--- config.mk ---
export PLATFORM = sky130hd
export DESIGN_NAME = uart_rx_dbuf
export DESIGN_NICKNAME = d
export VERILOG_FILES = /design/src/rtl/rxbuf_pkg.sv /design/src/rtl/rxbuf_store.sv /design/src/rtl/rxbuf_hold.sv /design/src/rtl/rxbuf_status.sv /design/src/rtl/uart_rx_dbuf.sv
export SDC_FILE = /design/constraint.sdc
export NUM_CORES = 1
export LEC_CHECK = 0
export BUFFER_PORTS_ARGS = -buffer_cell sky130_fd_sc_hd__buf_4
export CAP_MARGIN = 5
export CORE_MARGIN = 10
export CORE_UTILIZATION = 55
export DETAILED_ROUTE_END_ITERATION = 6
export PLACE_DENSITY = 0.89
export SLEW_MARGIN = 25
export SYNTH_ARGS = -nofsm -noshare
export SYNTH_HDL_FRONTEND = slang
export SYNTH_SLANG_ARGS = --single-unit
--- constraint.sdc ---
create_clock -name clk -period 2.57 [get_ports clk]
set_clock_uncertainty 0.05 [all_clocks]
set_input_delay 0.6425 -clock clk [delete_from_list [all_inputs] [get_ports clk]]
set_output_delay 0.6425 -clock clk [all_outputs]
set_load 0.005 [all_outputs]
--- src/rtl/rxbuf_pkg.sv ---
package rxbuf_pkg;
  localparam int RX_DW = 9;

  typedef struct packed {
    logic             ferr;
    logic             perr;
    logic [RX_DW-1:0] data;
  } rx_entry_t;
endpackage

--- src/rtl/rxbuf_store.sv ---
module rxbuf_store
  import rxbuf_pkg::*;
#(
  parameter int DEPTH = 2
) (
  input  logic                         clk,
  input  logic                         rst,
  input  logic                         push,
  input  logic                         pop,
  input  rx_entry_t                    wr_ent,
  output logic [$clog2(DEPTH+1)-1:0]   count,
  output logic                         full,
  output logic                         empty,
  output rx_entry_t                    head_nx,
  output logic                         nonempty_nx
);
  localparam int PW = (DEPTH > 1) ? $clog2(DEPTH) : 1;
  localparam int CW = $clog2(DEPTH+1);

  rx_entry_t         mem [DEPTH];
  logic [PW-1:0]     wr_ptr, rd_ptr, rd_nx;
  logic [CW-1:0]     count_nx, after_pop;
  logic              bypass;

  function automatic logic [PW-1:0] bump(input logic [PW-1:0] p);
    return (p == PW'(DEPTH-1)) ? '0 : p + PW'(1);
  endfunction

  assign full  = (count == CW'(DEPTH));
  assign empty = (count == '0);

  always_comb begin
    rd_nx       = pop ? bump(rd_ptr) : rd_ptr;
    after_pop   = count - (pop ? CW'(1) : CW'(0));
    count_nx    = after_pop + (push ? CW'(1) : CW'(0));
    bypass      = push && (after_pop == '0);
    head_nx     = bypass ? wr_ent : mem[rd_nx];
    nonempty_nx = (count_nx != '0);
  end

  always_ff @(posedge clk) begin
    if (push) mem[wr_ptr] <= wr_ent;
  end

  always_ff @(posedge clk) begin
    if (rst) begin
      wr_ptr <= '0;
      rd_ptr <= '0;
      count  <= '0;
    end else begin
      if (push) wr_ptr <= bump(wr_ptr);
      rd_ptr <= rd_nx;
      count  <= count_nx;
    end
  end

  // occupancy never exceeds the depth
  a_r2_count_bound: assert property (@(posedge clk) disable iff (rst)
    count <= CW'(DEPTH));

  // simultaneous push and pop keeps occupancy
  a_r9_push_pop_level: assert property (@(posedge clk) disable iff (rst)
    (push && pop) |=> $stable(count));

  // a pop on empty must never be requested
  a_r10_no_pop_empty: assert property (@(posedge clk) disable iff (rst)
    empty |-> !pop);
endmodule

--- src/rtl/rxbuf_hold.sv ---
module rxbuf_hold
  import rxbuf_pkg::*;
(
  input  logic      clk,
  input  logic      rst,
  input  logic      frm_valid,
  input  rx_entry_t frm_ent,
  input  logic      start_det,
  input  logic      pop,
  input  logic      adv,
  input  logic      full,
  output logic      push,
  output rx_entry_t push_ent,
  output logic      ovf_nx,
  output logic      ovf_q
);
  rx_entry_t pend;
  logic      pend_v, pend_v_nx, capture, ovf_set;

  always_comb begin
    push     = pend_v ? pop : (frm_valid && (!full || pop));
    push_ent = pend_v ? pend : frm_ent;
    ovf_set  = pend_v && !pop && (frm_valid || start_det);
    capture  = frm_valid && (pend_v || (full && !pop));
    if (pend_v) begin
      if (pop)            pend_v_nx = frm_valid;
      else if (frm_valid) pend_v_nx = 1'b1;
      else                pend_v_nx = !start_det;
    end else begin
      pend_v_nx = frm_valid && full && !pop;
    end
    ovf_nx = ovf_set || (ovf_q && !adv);
  end

  always_ff @(posedge clk) begin
    if (capture) pend <= frm_ent;
  end

  always_ff @(posedge clk) begin
    if (rst) begin
      pend_v <= 1'b0;
      ovf_q  <= 1'b0;
    end else begin
      pend_v <= pend_v_nx;
      ovf_q  <= ovf_nx;
    end
  end

  // a waiting frame only exists while both entries are occupied
  a_r6_wait_needs_full: assert property (@(posedge clk) disable iff (rst)
    pend_v |-> full);

  // start bit with a waiting frame and no advancing read raises overflow
  a_r6_ovf_on_start: assert property (@(posedge clk) disable iff (rst)
    (pend_v && start_det && !pop) |=> ovf_q);

  // an advancing read without a new overflow condition clears the flag
  a_r7_ovf_clear: assert property (@(posedge clk) disable iff (rst)
    (adv && !pend_v) |=> !ovf_q);
endmodule

--- src/rtl/rxbuf_status.sv ---
module rxbuf_status
  import rxbuf_pkg::*;
(
  input  logic       clk,
  input  logic       rst,
  input  rx_entry_t  head_nx,
  input  logic       nonempty_nx,
  input  logic       ovf_nx,
  output logic [7:0] lo_q,
  output logic [7:0] hi_q
);
  logic [7:0] lo_nx, hi_nx;

  always_comb begin
    lo_nx = '0;
    hi_nx = '0;
    hi_nx[6] = ovf_nx;
    if (nonempty_nx) begin
      lo_nx    = head_nx.data[7:0];
      hi_nx[7] = 1'b1;
      hi_nx[2] = head_nx.ferr;
      hi_nx[1] = head_nx.perr;
      hi_nx[0] = head_nx.data[RX_DW-1];
    end
  end

  always_ff @(posedge clk) begin
    if (rst) begin
      lo_q <= '0;
      hi_q <= '0;
    end else begin
      lo_q <= lo_nx;
      hi_q <= hi_nx;
    end
  end
endmodule

--- src/rtl/uart_rx_dbuf.sv ---
module uart_rx_dbuf
  import rxbuf_pkg::*;
#(
  parameter int DEPTH = 2
) (
  input  logic             clk,
  input  logic             rst,
  input  logic             cfg_nine_lo_first,
  input  logic             frm_valid,
  input  logic [RX_DW-1:0] frm_data,
  input  logic             frm_ferr,
  input  logic             frm_perr,
  input  logic             start_det,
  input  logic             rd_lo,
  input  logic             rd_hi,
  output logic [7:0]       rd_data_lo,
  output logic [7:0]       rd_data_hi
);
  localparam int CW = $clog2(DEPTH+1);

  rx_entry_t     frm_ent, push_ent, head_nx;
  logic          adv, other_rd, pop, push, full, empty, nonempty_nx;
  logic          ovf_nx, ovf_q;
  logic [CW-1:0] count;

  assign frm_ent  = '{ferr: frm_ferr, perr: frm_perr, data: frm_data};
  assign adv      = cfg_nine_lo_first ? rd_hi : rd_lo;
  assign other_rd = cfg_nine_lo_first ? rd_lo : rd_hi;
  assign pop      = adv && !empty;

  rxbuf_hold u_hold (
    .clk       (clk),
    .rst       (rst),
    .frm_valid (frm_valid),
    .frm_ent   (frm_ent),
    .start_det (start_det),
    .pop       (pop),
    .adv       (adv),
    .full      (full),
    .push      (push),
    .push_ent  (push_ent),
    .ovf_nx    (ovf_nx),
    .ovf_q     (ovf_q)
  );

  rxbuf_store #(.DEPTH(DEPTH)) u_store (
    .clk         (clk),
    .rst         (rst),
    .push        (push),
    .pop         (pop),
    .wr_ent      (push_ent),
    .count       (count),
    .full        (full),
    .empty       (empty),
    .head_nx     (head_nx),
    .nonempty_nx (nonempty_nx)
  );

  rxbuf_status u_status (
    .clk         (clk),
    .rst         (rst),
    .head_nx     (head_nx),
    .nonempty_nx (nonempty_nx),
    .ovf_nx      (ovf_nx),
    .lo_q        (rd_data_lo),
    .hi_q        (rd_data_hi)
  );

  // receive-complete bit follows storage occupancy
  a_r5_rxc_tracks: assert property (@(posedge clk) disable iff (rst)
    rd_data_hi[7] == (count != '0));

  // overflow bit on the port mirrors the flag register
  a_r6_ovf_port: assert property (@(posedge clk) disable iff (rst)
    rd_data_hi[6] == ovf_q);

  // a lone non-advancing read leaves both bytes untouched
  a_r4_side_read_quiet: assert property (@(posedge clk) disable iff (rst)
    (other_rd && !adv && !frm_valid && !start_det) |=>
      ($stable(rd_data_lo) && $stable(rd_data_hi)));
endmodule

==> results of run 1 <==
## cell usage in the layout, fill, tap and decap left out, types with 3 or more instances in the layout
master,n
mux2i_1,12
a211oi_1,10
conb_1,3
edfxtp_1,33
inv_1,4
dfxtp_1,18
a21oi_1,4
nor2b_1,3
nand2_1,3
nor2_1,19
mux2_2,11
buf_4,36
nand3_1,3
clkbuf_8,5
o21ai_0,4
## Yosys cell counts, drive strengths merged (2+ instances only)
library cell / n / share of area, %
a211oi: 11 / 4.2
a21oi: 4 / 0.96
and2: 3 / 1.0
and3: 2 / 0.60
buf: 10 / 3.4
dfxtp: 18 / 17
edfxtp: 33 / 48
inv: 4 / 0.72
mux2: 12 / 6.7
mux2i: 12 / 5.8
nand2: 3 / 0.54
nand3: 3 / 0.72
nor2: 19 / 3.4
nor2b: 3 / 0.90
o21ai: 5 / 1.2
xnor2: 3 / 2.2
## path summary, 6_finish.rpt
kind | from | endpoint | slack [ns]
min reg2reg | u_status.hi_q[6] | u_status.hi_q[6] | 0.46
max reg2reg | u_store.count[1] | u_status.hi_q[0] | 0.41
max | cfg_nine_lo_first | u_status.hi_q[0] | 0.30
min | u_status.hi_q[6] | u_status.hi_q[6] | 0.46
## through the flow
stage,area [µm²],instances,worst slack (ns),utilization [%]
final,2474,238,0.2997,67.57
after global routing,2474,238,0.1933,67.57
after CTS,2474,238,0.2795,67.57
after detailed placement,2386,230,-0.02780,65.17
after global placement,2386,230,0.07172,65.17
after floorplan,2086,154,0.2846,-
## critical path, stage by stage
cell	delay, ns
buf_4	0.12
mux2_4	0.31
and2_4	0.17
ha_1	0.19
xnor2_1	0.17
and2_1	0.19
o21ai_1	0.14
buf_12	0.19
nor2_1	0.05
a211oi_1	0.25
## per-layer routing
layer  track usage (%)  share of wire (%)  vias up
met3             4.476                5.6       11
met2             23.14                 53       42
met1             14.02                 39      640
met4             5.536                2.5        0
li1                  -                  -      616
met5                 0                  0        -
## report_power, final
part | internal [mW] | total [mW] | switching [mW]
combinational | 0.468 | 0.947 | 0.479
clock | 0.192 | 0.451 | 0.259
sequential | 1.05 | 1.12 | 0.0654
## cell type report
type / instances / area [µm²] / area share (%)
sequential: 51 / 1351 / 54.63
multi-input combinational: 89 / 649.4 / 26.25
timing repair buffer: 38 / 310.3 / 12.54
clock buffer: 5 / 68.82 / 2.782
tap: 48 / 60.06 / 2.428
clock inverter: 3 / 18.77 / 0.7587
inverter: 4 / 15.01 / 0.6070
## registers in the layout, summed over array words and instances, names as in the netlist
signal and flops:
u_status.hi_q 5, u_hold.pend 11, u_store.rd_ptr 1, u_store.count 2, u_hold.pend_v 1, u_status.lo_q 8, u_store.wr_ptr 1, u_store.mem 22
## cells by family (layout without fill, tap and decap cells)
| group | count (synthesis) | in the layout |
|---|---|---|
| AO/OA/AOI/OAI | 23 | 23 |
| AND/OR/NAND/NOR | 35 | 35 |
| XOR/XNOR | 3 | 3 |
| adder cells (fa/ha/maj) | 1 | 1 |
| other | 1 | 3 |
| flip-flops | 51 | 51 |
| buffers and inverters | 14 | 50 |
| multiplexers | 24 | 24 |
==> flow_summary.yaml, run 1 <==
critical_path:
  reg2regPathDepth: 9
  crit_path_end_kind: "flop"
  cp_data_required_time_ns: 2.73
  path_max_fanout: 22
  setup.worst_path.start_class: "input port"
  criticalPathCategory: "in -> reg"
  arrival_ns: 2.43
cts:
  cts.reportedPaths.clkPinSlew_ns: 0.09
  postCtsSetupRepairBufs: 0
  post_cts.resized_instances: 0
  number_of_buffers_between_clock_root_and_the_deepest_sink: 2
  worstSkewPairLatency_ns: 0.31
  tritoncts_num_sinks: 51
  ctsHoldBuffers: 0
  cts_root_buf: "clkbuf_8"
  tritoncts: "yes"
  cts_max_level: 2
  cts_made_buffers: 5
sta:
  clock.fmax_mhz: 440.5
  slew_viol_final: 0
  layout_min_cycle_time_ns: 2.270
  timing.final.hold_violations: 0
  fin_hold_ws_ns: 0.4596
  grt_setup_unrepaired: "false"
  report.final.setup_viol: 0
  timing.max_slew.rel_slack_pct: 62.02
  worstMarginPinSlew_ns: 0.5697
  setup_tns_ns: 0
  fin_crit_sh_pct: 88.34
die:
  floorplan.initialDensity_pct: 56.77
  top_level_ports: 34
  fp.coreArea_um2: 3661
  design.die.area_um2: 6637
  number_of_cell_rows: 22
  floorplan.die.height_um: 81.47
  chipWidth_um: 81.47
synth:
  synth.ff_latch_count: 51
  mappedNetlistArea_um2: 2078
  yosys_most_used_dff: "edfxtp_1"
  synthSimpleGateAreaFrac_pct: 7.766
  post_synth_inst_count: 152
  synth_edf_count: 33
  synth.mux.area_fraction_pct: 12.46
  ys.warnings.count: 0
  ys_seq_area_share_pct: 65.02
  synth_top_family_by_area: "multiplexers"
  syn-mean-instance-area_um2: 13.67
  synth_xor_area_share_pct: 2.167
  synthDistinctLibCells: 30
  synth_adder_area_share_pct: 0.6020
  complex_gate_fraction_of_the_synthesized_area_pct: 7.706
  async_reset_ff_share_pct: 0
routing:
  detail_route.iter0.violations: 87
  via_per_inst: 5.500
  totalWireLength_um: 4143
  detail_route.drc_violations: 0
  detail_route.first_pass.iterations: 4
  drtAntennaViolNets: 0
  via_count: 1309
  wl_per_cell_um: 17.41
final_layout:
  layout-drive-gt1-share_pct: 32.63
  fin_nets: 208
  num_antenna_cells: 0
  final.fill_count: 260
  layout_overhead_on_the_synthesized_area_pct: 19.02
place:
  gp_congestion: 0.8743
  dpl.hpwl_um: 2957
  port_buffers: 30
power_and_ir_drop:
  power_density_nw_per_um2: 1017
  vdd.ir_drop.worst_uv: 582.7
  pleak_nw: 1.013
  design_power_total_mw: 2.515
global_route:
  grt_first_pass_wirelength_um: 6561
  grt_antenna_before_repair: 0
  maximum_number_of_pins_on_one_net_before_global_route_repair: 23
  overflow: 0
  grt_pass1_vias: 1326
  gr-usage-all-layers_pct: 13.12
outcome:
  outcome: "finished clean"
hold_path:
  worst_hold_path_type: "reg -> reg"
  hold_path_cell_cnt: 2
run:
  maxCapViolations: 0
No activity file was read; power rests on OpenSTA's default activity.
==> run 2: changes to the inputs <==
--- a/config.mk
+++ b/config.mk
@@ -8,9 +8,9 @@
 export BUFFER_PORTS_ARGS = -buffer_cell sky130_fd_sc_hd__buf_4
 export CAP_MARGIN = 5
 export CORE_MARGIN = 10
-export CORE_UTILIZATION = 55
+export CORE_UTILIZATION = 50
 export DETAILED_ROUTE_END_ITERATION = 6
-export PLACE_DENSITY = 0.89
+export PLACE_DENSITY = 0.83
 export SLEW_MARGIN = 25
 export SYNTH_ARGS = -nofsm -noshare
 export SYNTH_HDL_FRONTEND = slang
==> flow_summary.yaml, run 2 (synthesis results as in run 1) <==
global_route:
  grt_pass1_vias: 1389
  grt_first_pass_wirelength_um: 6734
  grt_antenna_before_repair: 0
  maximum_number_of_pins_on_one_net_before_global_route_repair: 23
  gr-usage-all-layers_pct: 11.63
  overflow: 0
critical_path:
  critical_path_max_stage_delay_ns: 0.31
  cp_data_required_time_ns: 2.73
  criticalPathCategory: "in -> reg"
  path_max_fanout: 22
  timing.reg2reg.setup_slack_ns: 0.49
  worstPathCellList: "buf_4 > mux2_4 > and2_4 > ha_1 > xnor2_1 > and2_1 > o21ai_1 > buf_12 > nor2_1 > a211oi_1"
  crit_slowest_cell: "mux2_4"
  buffers_plus_inverters_on_the_worst_setup_path: 2
  crit_path_end_kind: "flop"
  arrival_ns: 2.40
  critical_path.top_delay_family: "simple AND/OR/NAND/NOR gates"
  setup.worst_path.start_class: "input port"
power_and_ir_drop:
  pwr-share-comb_pct: 36.8
  pleak_nw: 0.9942
  vdd.ir_drop.worst_uv: 649.6
  switching_share_pct: 31.66
  internal_power_consumption_mw: 1.675
  p_sw_mw: 0.7759
  part_of_the_total_power_dissipated_in_the_clock_network_pct: 17.6
  power_density_nw_per_um2: 1001
  sequentialPowerShare_pct: 45.6
  design_power_total_mw: 2.451
final_layout:
  fin_area_um2: 2449
  final_core_utilization_pct: 61.21
  largest_register_ff_count: 22
  num_antenna_cells: 0
  fin_nets: 207
  biggestRegsByFlops: "u_store.mem x22, u_hold.pend x11, u_status.lo_q x8"
  final-instance-count-excl-fill: 239
  layout-drive-gt1-share_pct: 30.69
  final.fill_count: 309
  layout.cells.most_common: "buf_4"
  layout_overhead_on_the_synthesized_area_pct: 17.82
  max_flop_register: "u_store.mem"
  layout_common_cells: "buf_4 (36), edfxtp_1 (33), nor2_1 (19)"
cts:
  post_cts.resized_instances: 0
  tritoncts_num_sinks: 51
  worstSkewPairLatency_ns: 0.30
  postCtsSetupRepairBufs: 0
  tritoncts: "yes"
  ctsHoldBuffers: 0
  number_of_buffers_between_clock_root_and_the_deepest_sink: 2
  cts.reportedPaths.clkPinSlew_ns: 0.09
  cts_root_buf: "clkbuf_8"
  cts_made_buffers: 5
  cts_max_level: 2
sta:
  slew_viol_final: 0
  clock.fmax_mhz: 447.0
  timing.final.hold_violations: 0
  worstMarginPinSlew_ns: 0.6033
  fin_crit_sh_pct: 87.05
  setup_tns_ns: 0
  grt_setup_unrepaired: "false"
  report.final.setup_viol: 0
  layout_min_cycle_time_ns: 2.237
  timing.max_slew.rel_slack_pct: 59.78
die:
  number_of_cell_rows: 23
  top_level_ports: 34
  floorplan.initialDensity_pct: 51.95
  design.die.area_um2: 7135
  floorplan.die.height_um: 84.47
  chipWidth_um: 84.47
  fp.coreArea_um2: 4000
outcome:
  outcome: "finished clean"
place:
  gp_congestion: 0.8623
  placement.cell_area_um2: 2369
  place_inst: 231
  port_buffers: 30
routing:
  via_count: 1302
  drtAntennaViolNets: 0
  wirelength_met1_um: 1645
  wl_per_cell_um: 17.05
  top_layer: "met4"
  detail_route.iter0.violations: 100
  detail_route.drc_violations: 0
  totalWireLength_um: 4075
  detail_route.first_pass.iterations: 4
  wl_met3_um: 235
  via_per_inst: 5.448
  met2_length_um: 2138
hold_path:
  worst_hold_path_type: "reg -> reg"
run:
  maxCapViolations: 0
-- run 2: cell count changes in the layout (fill, tap and decap cells not counted), sizes merged --
cell and delta:
inv -1, buf -1, clkbuf +1
-- run 2: path summary, 6_finish.rpt --
check,start,to,depth (start not counted)
setup / recovery,cfg_nine_lo_first,u_status.lo_q[1],10
hold / removal,u_status.hi_q[6],u_status.hi_q[6],2
setup reg to reg,u_store.count[1],u_status.lo_q[1],9
hold reg to reg,u_status.hi_q[6],u_status.hi_q[6],2
-- run 2: tightest hold or removal path: stages (launching register included) --
cell and delay (ns):
dfxtp_1 0.35, a21oi_1 0.06, nor2_1 0.07
-- run 2: power groups by stage --
| stage | Combinational, mW | Clock [mW] | Sequential (mW) |
|---|---|---|---|
| global route | 1.00 | 0.472 | 1.13 |
| finish | 0.902 | 0.431 | 1.12 |
| detailed placement | 0.911 | 0 | 1.14 |
| CTS | 0.915 | 0.441 | 1.12 |
| global placement | 0.856 | 0 | 1.13 |
| floorplan | 0.614 | 0 | 1.13 |
-- run 2: layout make-up --
cell class | instances | area (µm²) | area share, %
Timing Repair Buffer | 37 | 290.3 | 11.85
Clock buffer | 6 | 72.57 | 2.964
Inverter | 4 | 15.01 | 0.6132
Sequential cell | 51 | 1351 | 55.19
Tap cell | 50 | 62.56 | 2.555
Multi-Input combinational cell | 89 | 649.4 | 26.52
Clock inverter | 2 | 7.507 | 0.3066
-- run 2: routing by layer --
layer	GRT usage, %	vias up
met5	0	-
met4	4.192	0
met3	3.865	5
met2	19.92	30
met1	13.19	645
li1	-	622
-- run 2: metrics by stage --
| stage | setup WS [ns] | hold WS [ns] |
|---|---|---|
| 6_report | 0.3328 | 0.4617 |
| 5_1_grt | 0.1661 | 0.4562 |
| 4_1_cts | 0.3188 | 0.4591 |
| 3_5_place_dp | 0.001135 | 0.4340 |
| 3_3_place_gp | 0.1362 | 0.4347 |
| 2_1_floorplan | 0.2846 | 0.4056 |
==> run 3: changes to the inputs <==
--- a/config.mk
+++ b/config.mk
@@ -10,7 +10,7 @@
 export CORE_MARGIN = 10
 export CORE_UTILIZATION = 50
 export DETAILED_ROUTE_END_ITERATION = 6
-export PLACE_DENSITY = 0.83
+export PLACE_DENSITY = 0.81
 export SLEW_MARGIN = 25
 export SYNTH_ARGS = -nofsm -noshare
 export SYNTH_HDL_FRONTEND = slang
==> flow_summary.yaml, run 3 (synthesis results as in run 1) <==
routing:
  wl_per_cell_um: 16.73
  via_per_inst: 5.319
  detail_route.first_pass.iterations: 4
  drtAntennaViolNets: 0
  detail_route.iter0.violations: 53
  via_count: 1266
  detail_route.drc_violations: 0
  totalWireLength_um: 3982
cts:
  post_cts.resized_instances: 0
  number_of_buffers_between_clock_root_and_the_deepest_sink: 2
  tritoncts_num_sinks: 51
  cts_made_buffers: 5
  tritoncts: "yes"
  ctsHoldBuffers: 0
  postCtsSetupRepairBufs: 0
  cts.reportedPaths.clkPinSlew_ns: 0.09
  cts_max_level: 2
  cts_root_buf: "clkbuf_8"
  worstSkewPairLatency_ns: 0.30
final_layout:
  layout_common_cells: "buf_4 (35), edfxtp_1 (33), nor2_1 (19)"
  layout_overhead_on_the_synthesized_area_pct: 18.60
  largest_register_ff_count: 22
  layout-drive-gt1-share_pct: 31.91
  biggestRegsByFlops: "u_store.mem x22, u_hold.pend x11, u_status.lo_q x8"
  num_antenna_cells: 0
  fin_nets: 206
  max_flop_register: "u_store.mem"
  layout.cells.most_common: "buf_4"
  final_core_utilization_pct: 61.62
critical_path:
  crit_slowest_cell: "mux2_4"
  timing.reg2reg.setup_slack_ns: 0.46
  critical_path.top_delay_family: "simple AND/OR/NAND/NOR gates"
  critical_path_max_stage_delay_ns: 0.31
  arrival_ns: 2.40
  buffers_plus_inverters_on_the_worst_setup_path: 2
  path_max_fanout: 22
  cp_data_required_time_ns: 2.73
  setup.worst_path.start_class: "input port"
  critical_path.reg2reg.startpoint: "u_store.count[1]"
  worstPathCellList: "buf_4 > mux2_4 > and2_4 > ha_1 > xnor2_1 > and2_1 > o21ai_1 > buf_12 > nor2_1 > a211oi_1"
  reg2regPathDepth: 9
  criticalPathCategory: "in -> reg"
  crit-reg2reg-capture: "u_status.hi_q[2]"
  crit_path_end_kind: "flop"
sta:
  grt_setup_unrepaired: "false"
  timing.final.hold_violations: 0
  clock.fmax_mhz: 446.4
  fin_hold_ws_ns: 0.4648
  setup_tns_ns: 0
  worstMarginPinSlew_ns: 0.5795
  timing.max_slew.rel_slack_pct: 61.37
  slew_viol_final: 0
  fin_crit_sh_pct: 87.17
  postLayoutSetupSlackWorst_ns: 0.3298
  layout_min_cycle_time_ns: 2.240
  report.final.setup_viol: 0
hold_path:
  worst_hold_path_type: "reg -> reg"
  hp-start: "u_store.wr_ptr"
  hold_path_cell_cnt: 2
  timing.hold.worst_endpoint: "u_store.wr_ptr"
die:
  number_of_cell_rows: 23
  chipWidth_um: 84.47
  floorplan.die.height_um: 84.47
  fp.coreArea_um2: 4000
  floorplan.initialDensity_pct: 51.95
  top_level_ports: 34
  design.die.area_um2: 7135
global_route:
  maximum_number_of_pins_on_one_net_before_global_route_repair: 23
  grt_first_pass_wirelength_um: 6499
  gr-usage-all-layers_pct: 11.17
  grt_antenna_before_repair: 0
  grt_pass1_vias: 1363
  overflow: 0
power_and_ir_drop:
  pleak_nw: 0.9990
  design_power_total_mw: 2.504
  power_density_nw_per_um2: 1016
  vdd.ir_drop.worst_uv: 543.8
place:
  gp_congestion: 0.8445
  port_buffers: 30
  dpl.hpwl_um: 2920
  place_worst_setup_slack_ns: -0.001976
outcome:
  outcome: "finished clean"
run:
  maxCapViolations: 0
-- run 3: cell types whose count changed in the layout (fill, tap and decap cells not counted), sizes merged --
cell and delta:
clkbuf +1, buf -1, clkinv -2, clkinvlp +1
-- run 3: per-layer routing --
metal | up-vias | share of wire (%) | track usage [%]
li1 | 615 | - | -
met1 | 608 | 43 | 12.54
met2 | 33 | 50 | 18.88
met3 | 10 | 5.2 | 3.961
met4 | 0 | 2.1 | 4.491
met5 | - | 0 | 0
-- run 3: report_power, final --
group	total, mW	switching (mW)	internal [mW]	leakage, nW
Clock	0.501	0.256	0.245	0.0505
Sequential	1.12	0.0646	1.05	0.454
Combinational	0.887	0.453	0.434	0.494
Total	2.50	0.774	1.73	0.999
-- run 3: worst max path at each step --
stage	start	endpoint	slack (ns)	depth (start not counted)
final	cfg_nine_lo_first	u_status.hi_q[2]	0.33	10
after global routing	cfg_nine_lo_first	u_status.hi_q[2]	0.19	10
after CTS	cfg_nine_lo_first	u_status.hi_q[2]	0.33	10
after detailed placement	cfg_nine_lo_first	u_status.lo_q[5]	-0.002	10
after global placement	cfg_nine_lo_first	u_status.lo_q[7]	0.14	10
after floorplan	cfg_nine_lo_first	u_status.hi_q[0]	0.28	9
-- run 3: cell type report --
cell class / count / area (µm²)
Timing Repair Buffer: 36 / 282.8
Clock buffer: 7 / 96.34
Inverter: 4 / 15.01
Fill cell: 308 / 1535
Clock inverter: 1 / 7.507
Tap cell: 50 / 62.56
Multi-Input combinational cell: 89 / 649.4
Sequential cell: 51 / 1351
-- run 3: stage by stage --
step	cells	area [µm²]
floorplan	154	2086
global placement	230	2361
detailed placement	230	2361
CTS	238	2465
global route	238	2465
finish	238	2465
-- run 3: worst min-delay path, stage by stage (launching register included) --
cell and delay (ns):
dfxtp_1 0.33, nor2_1 0.10, nor3_1 0.05
